### src/rtl/gpio_dv_pkg.sv
package gpio_dv_pkg;

   localparam int MAX_PINS   = 8;

   // wide-window offsets
   localparam int W_DIR      = 'h00;
   localparam int W_DIR_SET  = 'h01;
   localparam int W_DIR_CLR  = 'h02;
   localparam int W_DIR_TGL  = 'h03;
   localparam int W_OUT      = 'h04;
   localparam int W_OUT_SET  = 'h05;
   localparam int W_OUT_CLR  = 'h06;
   localparam int W_OUT_TGL  = 'h07;
   localparam int W_IN       = 'h08;
   localparam int W_FLAG     = 'h09;
   localparam int W_CTRL0    = 'h10;

   // narrow-window offsets
   localparam int N_DIR      = 0;
   localparam int N_OUT      = 1;
   localparam int N_IN       = 2;
   localparam int N_FLAG     = 3;

   typedef enum logic [2:0] {
      SNS_OFF  = 3'd0,
      SNS_ANY  = 3'd1,
      SNS_RISE = 3'd2,
      SNS_FALL = 3'd3,
      SNS_LOW  = 3'd5
   } sense_e;

   typedef enum logic [2:0] {
      RD_ZERO, RD_DIR, RD_OUT, RD_IN, RD_FLAG, RD_CTRL
   } rd_sel_e;

   typedef struct packed {
      logic                dir_wr;
      logic                dir_set;
      logic                dir_clr;
      logic                dir_tgl;
      logic                out_wr;
      logic                out_set;
      logic                out_clr;
      logic                out_tgl;
      logic                flag_clr;
      logic [MAX_PINS-1:0] ctrl_wr;
   } wr_strb_t;

endpackage

### src/rtl/gpio_dv_sync.sv
module gpio_dv_sync #(
   parameter int WIDTH  = 8,
   parameter int STAGES = 2
) (
   input  logic             clk,
   input  logic             rst_n,
   input  logic [WIDTH-1:0] d_async,
   output logic [WIDTH-1:0] q_sync
);

   generate
      if (STAGES < 2) begin : g_bad_stages
         $error("gpio_dv_sync: STAGES must be at least 2");
      end
   endgenerate

   logic [WIDTH-1:0] stg_q [STAGES];

   always_ff @(posedge clk or negedge rst_n) begin
      if (!rst_n) begin
         for (int s = 0; s < STAGES; s++) stg_q[s] <= '0;
      end else begin
         stg_q[0] <= d_async;
         for (int s = 1; s < STAGES; s++) stg_q[s] <= stg_q[s-1];
      end
   end

   assign q_sync = stg_q[STAGES-1];

endmodule

### src/rtl/gpio_dv_decode.sv
module gpio_dv_decode
   import gpio_dv_pkg::*;
#(
   parameter int NUM_PINS = 8,
   parameter int ADDR_W   = 5
) (
   input  logic              sel_full,
   input  logic              sel_fast,
   input  logic              we,
   input  logic [ADDR_W-1:0] addr,
   output wr_strb_t          wr,
   output rd_sel_e           rd,
   output logic [2:0]        ctrl_idx
);

   localparam int CTRL_END = W_CTRL0 + NUM_PINS;

   always_comb begin
      wr       = '0;
      rd       = RD_ZERO;
      ctrl_idx = addr[2:0];
      if (sel_full) begin
         case (int'(addr))
            W_DIR:     begin rd = RD_DIR;  wr.dir_wr = we; end
            W_DIR_SET: wr.dir_set = we;
            W_DIR_CLR: wr.dir_clr = we;
            W_DIR_TGL: wr.dir_tgl = we;
            W_OUT:     begin rd = RD_OUT;  wr.out_wr = we; end
            W_OUT_SET: wr.out_set = we;
            W_OUT_CLR: wr.out_clr = we;
            W_OUT_TGL: wr.out_tgl = we;
            W_IN:      rd = RD_IN;
            W_FLAG:    begin rd = RD_FLAG; wr.flag_clr = we; end
            default: begin
               if (int'(addr) >= W_CTRL0 && int'(addr) < CTRL_END) begin
                  rd = RD_CTRL;
                  wr.ctrl_wr[addr[2:0]] = we;
               end
            end
         endcase
      end else if (sel_fast) begin
         case (int'(addr))
            N_DIR:   begin rd = RD_DIR;  wr.dir_wr = we; end
            N_OUT:   begin rd = RD_OUT;  wr.out_wr = we; end
            N_IN:    rd = RD_IN;
            N_FLAG:  begin rd = RD_FLAG; wr.flag_clr = we; end
            default: rd = RD_ZERO;
         endcase
      end
   end

endmodule

### src/rtl/gpio_dv_sense.sv
module gpio_dv_sense
   import gpio_dv_pkg::*;
#(
   parameter int NUM_PINS = 8
) (
   input  logic                  clk,
   input  logic                  rst_n,
   input  logic [NUM_PINS-1:0]   in_now,
   input  logic [3*NUM_PINS-1:0] codes,
   output logic [NUM_PINS-1:0]   hit
);

   logic [NUM_PINS-1:0] in_prev_q;

   always_ff @(posedge clk or negedge rst_n) begin
      if (!rst_n) in_prev_q <= '0;
      else        in_prev_q <= in_now;
   end

   generate
      for (genvar p = 0; p < NUM_PINS; p++) begin : g_det
         always_comb begin
            case (codes[3*p +: 3])
               SNS_ANY:  hit[p] = in_now[p] ^ in_prev_q[p];
               SNS_RISE: hit[p] = in_now[p] & ~in_prev_q[p];
               SNS_FALL: hit[p] = ~in_now[p] & in_prev_q[p];
               SNS_LOW:  hit[p] = ~in_now[p];
               default:  hit[p] = 1'b0;
            endcase
         end
      end
   endgenerate

endmodule

### src/rtl/gpio_dv_port.sv
module gpio_dv_port
   import gpio_dv_pkg::*;
#(
   parameter int NUM_PINS    = 8,
   parameter int SYNC_STAGES = 2,
   parameter int ADDR_W      = 5
) (
   input  logic                  clk,
   input  logic                  rst_n,
   input  logic                  bus_sel_full,
   input  logic                  bus_sel_fast,
   input  logic [ADDR_W-1:0]     bus_addr,
   input  logic                  bus_we,
   input  logic [7:0]            bus_wdata,
   output logic [7:0]            bus_rdata,
   input  logic [NUM_PINS-1:0]   pad_in,
   output logic [NUM_PINS-1:0]   pad_out,
   output logic [NUM_PINS-1:0]   pad_oe,
   output logic [NUM_PINS-1:0]   pull_en,
   output logic [3*NUM_PINS-1:0] sense_code,
   output logic                  out_changed
);

   localparam int CTRL_W = 4;

   generate
      if (NUM_PINS < 1 || NUM_PINS > MAX_PINS) begin : g_bad_pins
         $error("gpio_dv_port: NUM_PINS must be 1..8");
      end
      if (ADDR_W < 5) begin : g_bad_addr
         $error("gpio_dv_port: ADDR_W must reach the control offsets");
      end
   endgenerate

   wr_strb_t                          wr;
   rd_sel_e                           rd;
   logic [2:0]                        ctrl_idx;
   logic [NUM_PINS-1:0]               wd;
   logic [NUM_PINS-1:0]               dir_q, dir_d;
   logic [NUM_PINS-1:0]               out_q, out_d;
   logic [NUM_PINS-1:0]               flag_q, flag_d;
   logic [NUM_PINS-1:0]               sync_in, in_now, hit;
   logic [NUM_PINS-1:0][CTRL_W-1:0]   ctrl_q;
   logic                              chg_q;

   assign wd = bus_wdata[NUM_PINS-1:0];

   gpio_dv_decode #(.NUM_PINS(NUM_PINS), .ADDR_W(ADDR_W)) u_decode (
      .sel_full (bus_sel_full),
      .sel_fast (bus_sel_fast),
      .we       (bus_we),
      .addr     (bus_addr),
      .wr       (wr),
      .rd       (rd),
      .ctrl_idx (ctrl_idx)
   );

   gpio_dv_sync #(.WIDTH(NUM_PINS), .STAGES(SYNC_STAGES)) u_sync (
      .clk     (clk),
      .rst_n   (rst_n),
      .d_async (pad_in),
      .q_sync  (sync_in)
   );

   assign in_now = (dir_q & out_q) | (~dir_q & sync_in);

   gpio_dv_sense #(.NUM_PINS(NUM_PINS)) u_sense (
      .clk    (clk),
      .rst_n  (rst_n),
      .in_now (in_now),
      .codes  (sense_code),
      .hit    (hit)
   );

   always_comb begin
      dir_d = dir_q;
      if (wr.dir_wr)  dir_d = wd;
      if (wr.dir_set) dir_d = dir_q | wd;
      if (wr.dir_clr) dir_d = dir_q & ~wd;
      if (wr.dir_tgl) dir_d = dir_q ^ wd;
      out_d = out_q;
      if (wr.out_wr)  out_d = wd;
      if (wr.out_set) out_d = out_q | wd;
      if (wr.out_clr) out_d = out_q & ~wd;
      if (wr.out_tgl) out_d = out_q ^ wd;
      flag_d = (flag_q & ~(wr.flag_clr ? wd : '0)) | hit;
   end

   always_ff @(posedge clk or negedge rst_n) begin
      if (!rst_n) begin
         dir_q  <= '0;
         out_q  <= '0;
         flag_q <= '0;
         chg_q  <= 1'b0;
         ctrl_q <= '0;
      end else begin
         dir_q  <= dir_d;
         out_q  <= out_d;
         flag_q <= flag_d;
         chg_q  <= (out_d != out_q);
         for (int p = 0; p < NUM_PINS; p++) begin
            if (wr.ctrl_wr[p]) ctrl_q[p] <= bus_wdata[CTRL_W-1:0];
         end
      end
   end

   always_comb begin
      case (rd)
         RD_DIR:  bus_rdata = 8'(dir_q);
         RD_OUT:  bus_rdata = 8'(out_q);
         RD_IN:   bus_rdata = 8'(in_now);
         RD_FLAG: bus_rdata = 8'(flag_q);
         RD_CTRL: bus_rdata = 8'(ctrl_q[ctrl_idx]);
         default: bus_rdata = 8'h00;
      endcase
   end

   assign pad_out     = out_q;
   assign pad_oe      = dir_q;
   assign out_changed = chg_q;

   generate
      for (genvar p = 0; p < NUM_PINS; p++) begin : g_pin
         assign pull_en[p]          = ctrl_q[p][3];
         assign sense_code[3*p +: 3] = ctrl_q[p][2:0];

         AST_FLAG_NEEDS_SENSE: assert property (@(posedge clk) disable iff (!rst_n) $rose(flag_q[p]) |-> ($past(ctrl_q[p][2:0]) != 3'd0));
      end
   endgenerate

   AST_DIR_HOLDS: assert property (@(posedge clk) disable iff (!rst_n) !(wr.dir_wr || wr.dir_set || wr.dir_clr || wr.dir_tgl) |=> $stable(pad_oe));
   AST_OUT_HOLDS: assert property (@(posedge clk) disable iff (!rst_n) !(wr.out_wr || wr.out_set || wr.out_clr || wr.out_tgl) |=> $stable(pad_out));
   AST_CHG_MEANS_MOVE: assert property (@(posedge clk) disable iff (!rst_n) out_changed |-> (pad_out != $past(pad_out)));
   AST_STILL_NO_PULSE: assert property (@(posedge clk) disable iff (!rst_n) (pad_out == $past(pad_out)) |-> !out_changed);
   AST_FLAG_CLR_ONLY_BY_WRITE: assert property (@(posedge clk) disable iff (!rst_n) !wr.flag_clr |=> ((flag_q & $past(flag_q)) == $past(flag_q)));

endmodule

### config.mk
export PLATFORM = sky130hd
export DESIGN_NAME = gpio_dv_port
export DESIGN_NICKNAME = d
export VERILOG_FILES = /design/src/rtl/gpio_dv_pkg.sv /design/src/rtl/gpio_dv_sync.sv /design/src/rtl/gpio_dv_decode.sv /design/src/rtl/gpio_dv_sense.sv /design/src/rtl/gpio_dv_port.sv
export SDC_FILE = /design/constraint.sdc
export NUM_CORES = 1
export LEC_CHECK = 0
export ABC_AREA = 1
export CAP_MARGIN = 10
export CORE_MARGIN = 2
export CORE_UTILIZATION = 46
export DETAILED_ROUTE_END_ITERATION = 8
export GPL_TIMING_DRIVEN = 0
export PLACE_DENSITY = 0.74
export SKIP_CTS_REPAIR_TIMING = 1
export SYNTH_ARGS = -nofsm -noshare
export SYNTH_HDL_FRONTEND = slang
export SYNTH_HIERARCHICAL = 1
export SYNTH_SLANG_ARGS = --single-unit
### constraint.sdc
create_clock -name clk -period 5.65 [get_ports clk]
set_input_delay 1.695 -clock clk [delete_from_list [all_inputs] [get_ports clk]]
set_output_delay 1.695 -clock clk [all_outputs]
set_load 0.02 [all_outputs]
==> results of run 1 <==
## cells in the final DEF, fill, tap and decap left out, drive strengths merged, types with 11 or more instances in the layout
cell / count
nand2: 207
inv: 113
dfrtp: 81
nor2: 73
clkdlybuf4s50: 69
ha: 48
a21oi: 47
o21ai: 42
nand3: 40
buf: 31
clkbuf: 18
o211ai: 16
dlymetal6s2s: 11
## through the flow
stage / setup TNS [ns] / setup WS (ns) / area [µm²]
after global placement: -9.28 / -0.483 / 6500
after global routing: -0.0267 / -0.0267 / 6900
after CTS: -3.87 / -0.539 / 6810
after floorplan: 0 / 0.950 / 5510
after detailed placement: -3.76 / -0.524 / 6520
final: 0 / 0.0811 / 6900
## cell type report
cell class	instances	share of cell area (%)
plain buffers	32	3.30
clock buffers	12	3.86
clock inverters	4	0.344
inverters	112	6.13
multi-input cells	514	41.7
flip-flops and latches	81	29.4
well taps	143	2.59
repair buffers	85	12.7
## sequential cells by signal, summed over array words and instances (netlist names)
signal             cells
pad_oe                 8
u_sense/in_prev_q      8
pull_en                8
out_changed            1
pad_out                8
u_sync/q_sync          8
flag_q                 8
sense_code            24
u_sync/stg_q           8
## kinds of logic (layout without fill, tap and decap cells)
group           count (synthesis)  after routing  synth area share, %
flops                          81             81                 36.8
buf+inv                       144            245                 11.8
compound gates                136            136                 15.4
fa+ha+maj                      48             48                 10.9
simple gates                  330            330                 25.2
## routing by layer
| metal | global-route usage (%) | wire (µm) |
|---|---|---|
| met4 | 10.0 | 374 |
| met2 | 42.9 | 7760 |
| met3 | 3.56 | 867 |
| met5 | 0 | 0 |
| met1 | 31.1 | 6710 |
## critical path, stage by stage
cell,delay (ns)
clkdlybuf4s50_1,0.53
nor2_2,0.26
nand4_1,0.11
nand3_1,0.22
inv_2,0.11
nor3_4,0.28
buf_4,0.20
a221oi_1,0.11
nand2_1,0.11
dlymetal6s2s_1,0.24
## where the power goes
part / internal, mW / switching [mW] / leakage (nW) / total [mW]
clock network: 0.333 / 0.244 / 0.149 / 0.578
logic: 0.394 / 0.563 / 2.45 / 0.957
registers: 0.702 / 0.129 / 0.912 / 0.831
total: 1.43 / 0.936 / 3.51 / 2.37
## worst max-delay path by stage
| stage | to | start | cells past startpoint | slack (ns) |
|---|---|---|---|---|
| after floorplan | bus_rdata[1] | bus_addr[4] | 11 | 0.95 |
| after global placement | bus_rdata[3] | bus_addr[1] | 10 | -0.48 |
| after detailed placement | bus_rdata[1] | bus_addr[1] | 10 | -0.52 |
| after CTS | bus_rdata[1] | bus_addr[1] | 10 | -0.54 |
| after global routing | bus_rdata[3] | bus_sel_full | 10 | -0.03 |
| final | bus_rdata[3] | bus_sel_full | 10 | 0.08 |
==> metrics.md, run 1 <==
| Metric | Value |
|---|---|
| Syn_area_per_cell | `7.46 µm²` |
| Post-layout minimum cycle time | `5.57 ns` |
| Multi-input logic area | `2880 µm²` |
| Dominant synthesized flop cell | `dfrtp_1` |
| Worst Path Class, Setup | `in -> out` |
| YS warnings | `6` |
| Initial antenna violation count | `0` |
| Port Buffers | `81` |
| Layout cells sized above 1 | `11.4%` |
| CTS tree | `yes` |
| GR Overflow Total | `0` |
| N_diodes | `0` |
| Pin count of the biggest net entering global routing | `42` |
| Max capacitance violation total | `0` |
| Drt pass-1 iters | `5` |
| Clk sink count | `81` |
| Netlist cell types | `34` |
| Most numerous cell in the Yosys netlist | `nand2_1` |
| WHS Path Cells | `0` |
| FF+latch area | `2030 µm²` |
| Min-Delay Endpoint | `u_sync/q_sync[3]` |
| Endpoints failing setup | `0` |
| Post-synth EDFFs | `0` |
| Dpl cells | `964` |
| Die area | `12900 µm²` |
| Final hold viol count | `0` |
| Area contributors post-synth | `dfrtp_1, nand2_1, ha_1` |
| Initial Util | `47.7%` |
| Clk buf depth | `2` |
| Part of the cycle the worst path needs | `98.6%` |
| Die width | `113 µm` |
| Setup clock skew after layout | `0.00669 ns` |
| Final Power | `2.37 mW` |
| Sequential area share after synthesis | `36.8%` |
| Reg2Reg Capture Point | `flag_q[2]` |
| Post-Layout Cell Count | `983` |
| Max Freq | `180 MHz` |
| Hold_sp | `u_sync/stg_q[11]` |
| Async S/R FF share, synth | `100%` |
| Worst Path Required | `3.95 ns` |
| Hold Crit Class | `reg -> reg` |
| Top Ports | `83` |
| Cell type with the largest total area after synthesis | `dfrtp_1` |
| CP Max Fanout | `7` |
| WHS | `0.347 ns` |
| DRC Markers | `0` |
| First-pass GRT wire length | `25.2 mm` |
| WL/cell | `16.0 µm` |
| R2R depth | `10` |
| Reg2reg start | `pad_oe[2]` |
| Die H | `113 µm` |
| Clk root buf | `clkbuf_16` |
| Mapped Cells | `739` |
| Core area | `11600 µm²` |
| Fillers | `1036` |
| Post-synth top area share | `36.8%` |
| Setup crit end kind | `primary output` |
| Fin nets | `909` |
| Worst vdd ir | `0.000198 V` |
| Leakage dissipation | `3.51 nW` |
| Clock transition at path regs | `0.06 ns` |
| Number of global-route vias before repair | `5218` |
| H-tree Lvls | `3` |
| Area Overhead vs Synth | `25.2%` |
| Slew Viols, Final | `0` |
| Final antenna-violating net count | `0` |
| Synth Net Count | `813` |
| Cts bufs inserted | `9` |
| Worst R2R Setup Slack | `3.44 ns` |
| Flops & latches, synth | `81` |
| Cell Pwr Density | `343 nW/µm²` |
| Row cnt | `39` |
| Final Util | `59.7%` |
| Status | `finished clean` |
| Drt total wl | `15.7 mm` |
| Worst EP arrival | `3.87 ns` |
| Mapped cell area | `5510 µm²` |
| Vias | `5302` |
| GRT Total Usage | `24.7%` |
| RePlAce Congestion | `0.940` |
| Startpoint type of the worst setup path | `input port` |
| Clk_lat worst skew | `0.34 ns` |
| Vias per Instance | `5.39` |
| Commonest cells post-synth | `nand2_1, inv_1, dfrtp_1` |
| Normalized max-slew margin | `44.9%` |
| DP HPWL | `11.8 mm` |
| Tightest Pin Transition | `0.818 ns` |
| Starting DRT DRC Count | `458` |
Power figures use the tool's default switching activity.
==> inputs of run 2 (changes only) <==
--- a/config.mk
+++ b/config.mk
@@ -11,6 +11,7 @@
 export CORE_UTILIZATION = 46
 export DETAILED_ROUTE_END_ITERATION = 8
 export GPL_TIMING_DRIVEN = 0
+export MAX_ROUTING_LAYER = met4
 export PLACE_DENSITY = 0.74
 export SKIP_CTS_REPAIR_TIMING = 1
 export SYNTH_ARGS = -nofsm -noshare
==> metrics.md, run 2 (synthesis results as in run 1) <==
| Metric | Value |
|---|---|
| Status | `finished clean` |
| WL/cell | `16.4 µm` |
| Final Power | `2.49 mW` |
| Top Ports | `83` |
| Number of global-route vias before repair | `5340` |
| Drt pass-1 iters | `5` |
| Dpl cells | `964` |
| Clock transition at path regs | `0.06 ns` |
| Fillers | `1065` |
| Clk_lat worst skew | `0.35 ns` |
| Commonest non-fill, non-tap cell in the layout | `nand2_1` |
| Crit-path slowest cell | `clkdlybuf4s50_1` |
| Tightest Pin Transition | `0.777 ns` |
| CP peak stage delay | `0.49 ns` |
| Final hold viol count | `0` |
| Row cnt | `39` |
| Area Overhead vs Synth | `26.1%` |
| DP Worst Slack | `-0.534 ns` |
| Core area | `11600 µm²` |
| Cell Pwr Density | `357 nW/µm²` |
| Vias | `5370` |
| Layout cells sized above 1 | `11.9%` |
| Clk buf depth | `2` |
| Max capacitance violation total | `0` |
| Part of the cycle the worst path needs | `98.5%` |
| Final Util | `60.1%` |
| Clk root buf | `clkbuf_16` |
| Endpoints failing setup | `0` |
| PnR worst setup slack | `0.0829 ns` |
| GR Overflow Total | `0` |
| Die area | `12900 µm²` |
| N_diodes | `0` |
| Cts bufs inserted | `9` |
| Max Freq | `180 MHz` |
| Setup crit end kind | `primary output` |
| Post-layout minimum cycle time | `5.57 ns` |
| Worst vdd ir | `0.000173 V` |
| Post-route cell area | `6950 µm²` |
| Cell Chain, Critical Path | `clkdlybuf4s50_1 > inv_1 > nand2_1 > nor2_2 > nand2_2 > nand3_2 > inv_2 > nor3_4 > nand2_1 > o21ai_1 > a221oi_1 > nand2_1 > clkbuf_2` |
| Vias per Instance | `5.46` |
| CP most frequent cell | `nand2_1` |
| Setup clock skew after layout | `0.0107 ns` |
| Post-Layout Cell Count | `983` |
| GRT Total Usage | `26.4%` |
| Starting DRT DRC Count | `412` |
| Clk sink count | `81` |
| Worst EP arrival | `3.87 ns` |
| Startpoint type of the worst setup path | `input port` |
| RePlAce Congestion | `0.957` |
| Die H | `113 µm` |
| CP Max Fanout | `6` |
| Fin Setup TNS | `0 ns` |
| First-pass GRT wire length | `26.0 mm` |
| Die width | `113 µm` |
| Pin count of the biggest net entering global routing | `48` |
| WHS | `0.346 ns` |
| Leakage dissipation | `3.49 nW` |
| Area post-placement | `6530 µm²` |
| Final antenna-violating net count | `0` |
| Initial antenna violation count | `0` |
| Drt total wl | `16.2 mm` |
| Normalized max-slew margin | `47.7%` |
| Fin nets | `909` |
| Port Buffers | `81` |
| Commonest non-fill, non-tap cells in the layout | `nand2_1, inv_1, dfrtp_1` |
| Worst Path Required | `3.95 ns` |
| Initial Util | `47.7%` |
| CTS tree | `yes` |
| Slew Viols, Final | `0` |
| DP HPWL | `12.1 mm` |
| H-tree Lvls | `3` |
| DRC Markers | `0` |
| Hold Crit Class | `reg -> reg` |
| Worst Path Class, Setup | `in -> out` |
| Max reg flops | `24` |
-- run 2: final cells by class --
type,instances,area [µm²],share of cell area [%]
inverter,112,423,6.08
multi-input combinational,514,2880,41.4
sequential,81,2030,29.1
clock inverter,7,116,1.67
timing repair buffer,85,876,12.6
clock buffer,9,225,3.24
buffer,32,228,3.27
tap,143,179,2.57
-- run 2: routing by layer --
layer	part of all wire (%)	up-vias	track usage [%]
li1	-	2560	-
met1	41	2541	31.6
met2	51	235	45.0
met3	6.3	34	3.45
met4	2.4	0	11.1
met5	0	-	-
-- run 2: final timing paths --
| check | to | slack [ns] | start | cells past startpoint |
|---|---|---|---|---|
| max in group asynchronous | sense_code[4] | 3.73 | rst_n | 2 |
| hold reg to reg | u_sync/q_sync[3] | 0.35 | u_sync/stg_q[11] | 0 |
| hold / removal | u_sync/q_sync[3] | 0.35 | u_sync/stg_q[11] | 0 |
| setup / recovery | bus_rdata[3] | 0.08 | bus_addr[3] | 13 |
| setup reg to reg | flag_q[0] | 3.40 | pad_oe[0] | 10 |
| min in group asynchronous | pad_oe[6] | 1.30 | rst_n | 1 |
-- run 2: power by group --
part           internal, mW  switching (mW)
Sequential            0.702           0.129
Clock                 0.432           0.252
Combinational         0.394           0.578
Total                  1.53           0.958
-- run 2: worst max-delay path: cells and delay by family --
kind / cells / cell delay, ns
AOI/OAI and AO/OA: 2 / 0.16
buffers and inverters: 4 / 0.91
and+or+nand+nor: 7 / 1.11
==> inputs of run 3 (changes only) <==
--- a/config.mk
+++ b/config.mk
@@ -14,6 +14,7 @@
 export MAX_ROUTING_LAYER = met4
 export PLACE_DENSITY = 0.74
 export SKIP_CTS_REPAIR_TIMING = 1
+export SLEW_MARGIN = 40
 export SYNTH_ARGS = -nofsm -noshare
 export SYNTH_HDL_FRONTEND = slang
 export SYNTH_HIERARCHICAL = 1
==> metrics.md, run 3 (synthesis results as in run 1) <==
| Metric | Value |
|---|---|
| Starting DRT DRC Count | `471` |
| Drt total wl | `16.3 mm` |
| Multi-input logic area | `2900 µm²` |
| Worst R2R Setup Slack | `3.45 ns` |
| WL/cell | `16.5 µm` |
| FF+latch area | `2030 µm²` |
| Tightest Pin Transition | `0.765 ns` |
| Worst Path Class, Setup | `in -> out` |
| N_diodes | `0` |
| Core area | `11600 µm²` |
| Die area | `12900 µm²` |
| Worst vdd ir | `0.000176 V` |
| Pin count of the biggest net entering global routing | `48` |
| Setup crit end kind | `primary output` |
| Final antenna-violating net count | `0` |
| Max Freq | `180 MHz` |
| Fin Setup TNS | `0 ns` |
| Part of the cycle the worst path needs | `98.5%` |
| GR Overflow Total | `0` |
| Setup clock skew after layout | `0.00961 ns` |
| Clk root buf | `clkbuf_16` |
| Drt pass-1 iters | `8` |
| H-tree Lvls | `3` |
| Clock transition at path regs | `0.06 ns` |
| Initial Util | `47.7%` |
| First-pass GRT wire length | `26.2 mm` |
| Post-layout minimum cycle time | `5.57 ns` |
| Port Buffers | `81` |
| Critical Path Source | `bus_sel_full` |
| Commonest non-fill, non-tap cells in the layout | `nand2_1, inv_1, dfrtp_1` |
| Endpoints failing setup | `0` |
| Hold Crit Class | `reg -> reg` |
| Max capacitance violation total | `0` |
| DRC Markers | `0` |
| Commonest non-fill, non-tap cell in the layout | `nand2_1` |
| Normalized max-slew margin | `48.5%` |
| Fillers | `1011` |
| Worst EP arrival | `3.87 ns` |
| PnR worst setup slack | `0.0837 ns` |
| Clk buf depth | `2` |
| Worst Path Required | `3.95 ns` |
| GRT Total Usage | `26.5%` |
| Die width | `113 µm` |
| Reg2Reg Capture Point | `flag_q[0]` |
| Final Util | `60.9%` |
| Startpoint type of the worst setup path | `input port` |
| Clk sink count | `81` |
| Number of global-route vias before repair | `5332` |
| Initial antenna violation count | `0` |
| CTS tree | `yes` |
| CP endpoint | `bus_rdata[4]` |
| Cts bufs inserted | `9` |
| R2R depth | `10` |
| Leakage dissipation | `3.53 nW` |
| Clk_lat worst skew | `0.35 ns` |
| Max reg flops | `24` |
| WHS | `0.346 ns` |
| Status | `finished clean` |
| DP HPWL | `12.0 mm` |
| RePlAce Congestion | `0.957` |
| Top Ports | `83` |
| Vias | `5439` |
| Final hold viol count | `0` |
| DP Worst Slack | `-0.535 ns` |
| Cell Pwr Density | `354 nW/µm²` |
| Reg2reg start | `pad_oe[0]` |
| WHS Path Cells | `0` |
| Slew Viols, Final | `0` |
| CP Max Fanout | `7` |
| Row cnt | `39` |
| Die H | `113 µm` |
| Vias per Instance | `5.51` |
| Fin nets | `914` |
| Layout cells sized above 1 | `12.3%` |
| Area Overhead vs Synth | `27.7%` |
run 3: power by group:
group	switching, mW	internal, mW
Combinational	0.577	0.398
Clock	0.252	0.432
Sequential	0.130	0.702
run 3: metal layers:
metal | global-route usage (%) | vias up | part of all wire (%)
li1 | - | 2568 | -
met3 | 2.98 | 44 | 5.7
met1 | 33.1 | 2583 | 42
met5 | - | - | 0
met2 | 44.5 | 244 | 50
met4 | 10.5 | 0 | 2.8
run 3: how the worst min path moves through the flow:
| stage | slack [ns] | start | to |
|---|---|---|---|
| after floorplan | 0.33 | u_sync/stg_q[8] | u_sync/q_sync[0] |
| after global routing | 0.35 | u_sync/stg_q[13] | u_sync/q_sync[5] |
| after CTS | 0.35 | u_sync/stg_q[15] | u_sync/q_sync[7] |
| final | 0.35 | u_sync/stg_q[11] | u_sync/q_sync[3] |
| after detailed placement | 0.33 | u_sync/stg_q[12] | u_sync/q_sync[4] |
| after global placement | 0.33 | u_sync/stg_q[12] | u_sync/q_sync[4] |
run 3: worst max-delay path, stage by stage:
cell and delay [ns]:
clkdlybuf4s50_1 0.65, inv_1 0.07, nor2_1 0.11, nand2_1 0.10, nand3_2 0.16, inv_2 0.11
nor3_4 0.32, buf_4 0.19, nand2_1 0.05, o2111ai_1 0.13, dlymetal6s2s_1 0.27
run 3: area by class of cell:
cell class	count	area share, %
Sequential cell	81	28.8
Tap cell	143	2.54
Inverter	112	6.01
Buffer	32	3.23
Timing Repair Buffer	90	13.3
Clock inverter	7	1.65
Multi-Input combinational cell	514	41.3
Clock buffer	9	3.20
run 3: stage by stage:
step / cells / power [mW] / cell area, µm²
2_1_floorplan: 739 / 1.39 / 5510
3_3_place_gp: 963 / 1.74 / 6500
3_5_place_dp: 964 / 1.80 / 6530
4_1_cts: 980 / 2.48 / 6870
5_1_grt: 988 / 2.65 / 7040
6_report: 988 / 2.49 / 7040
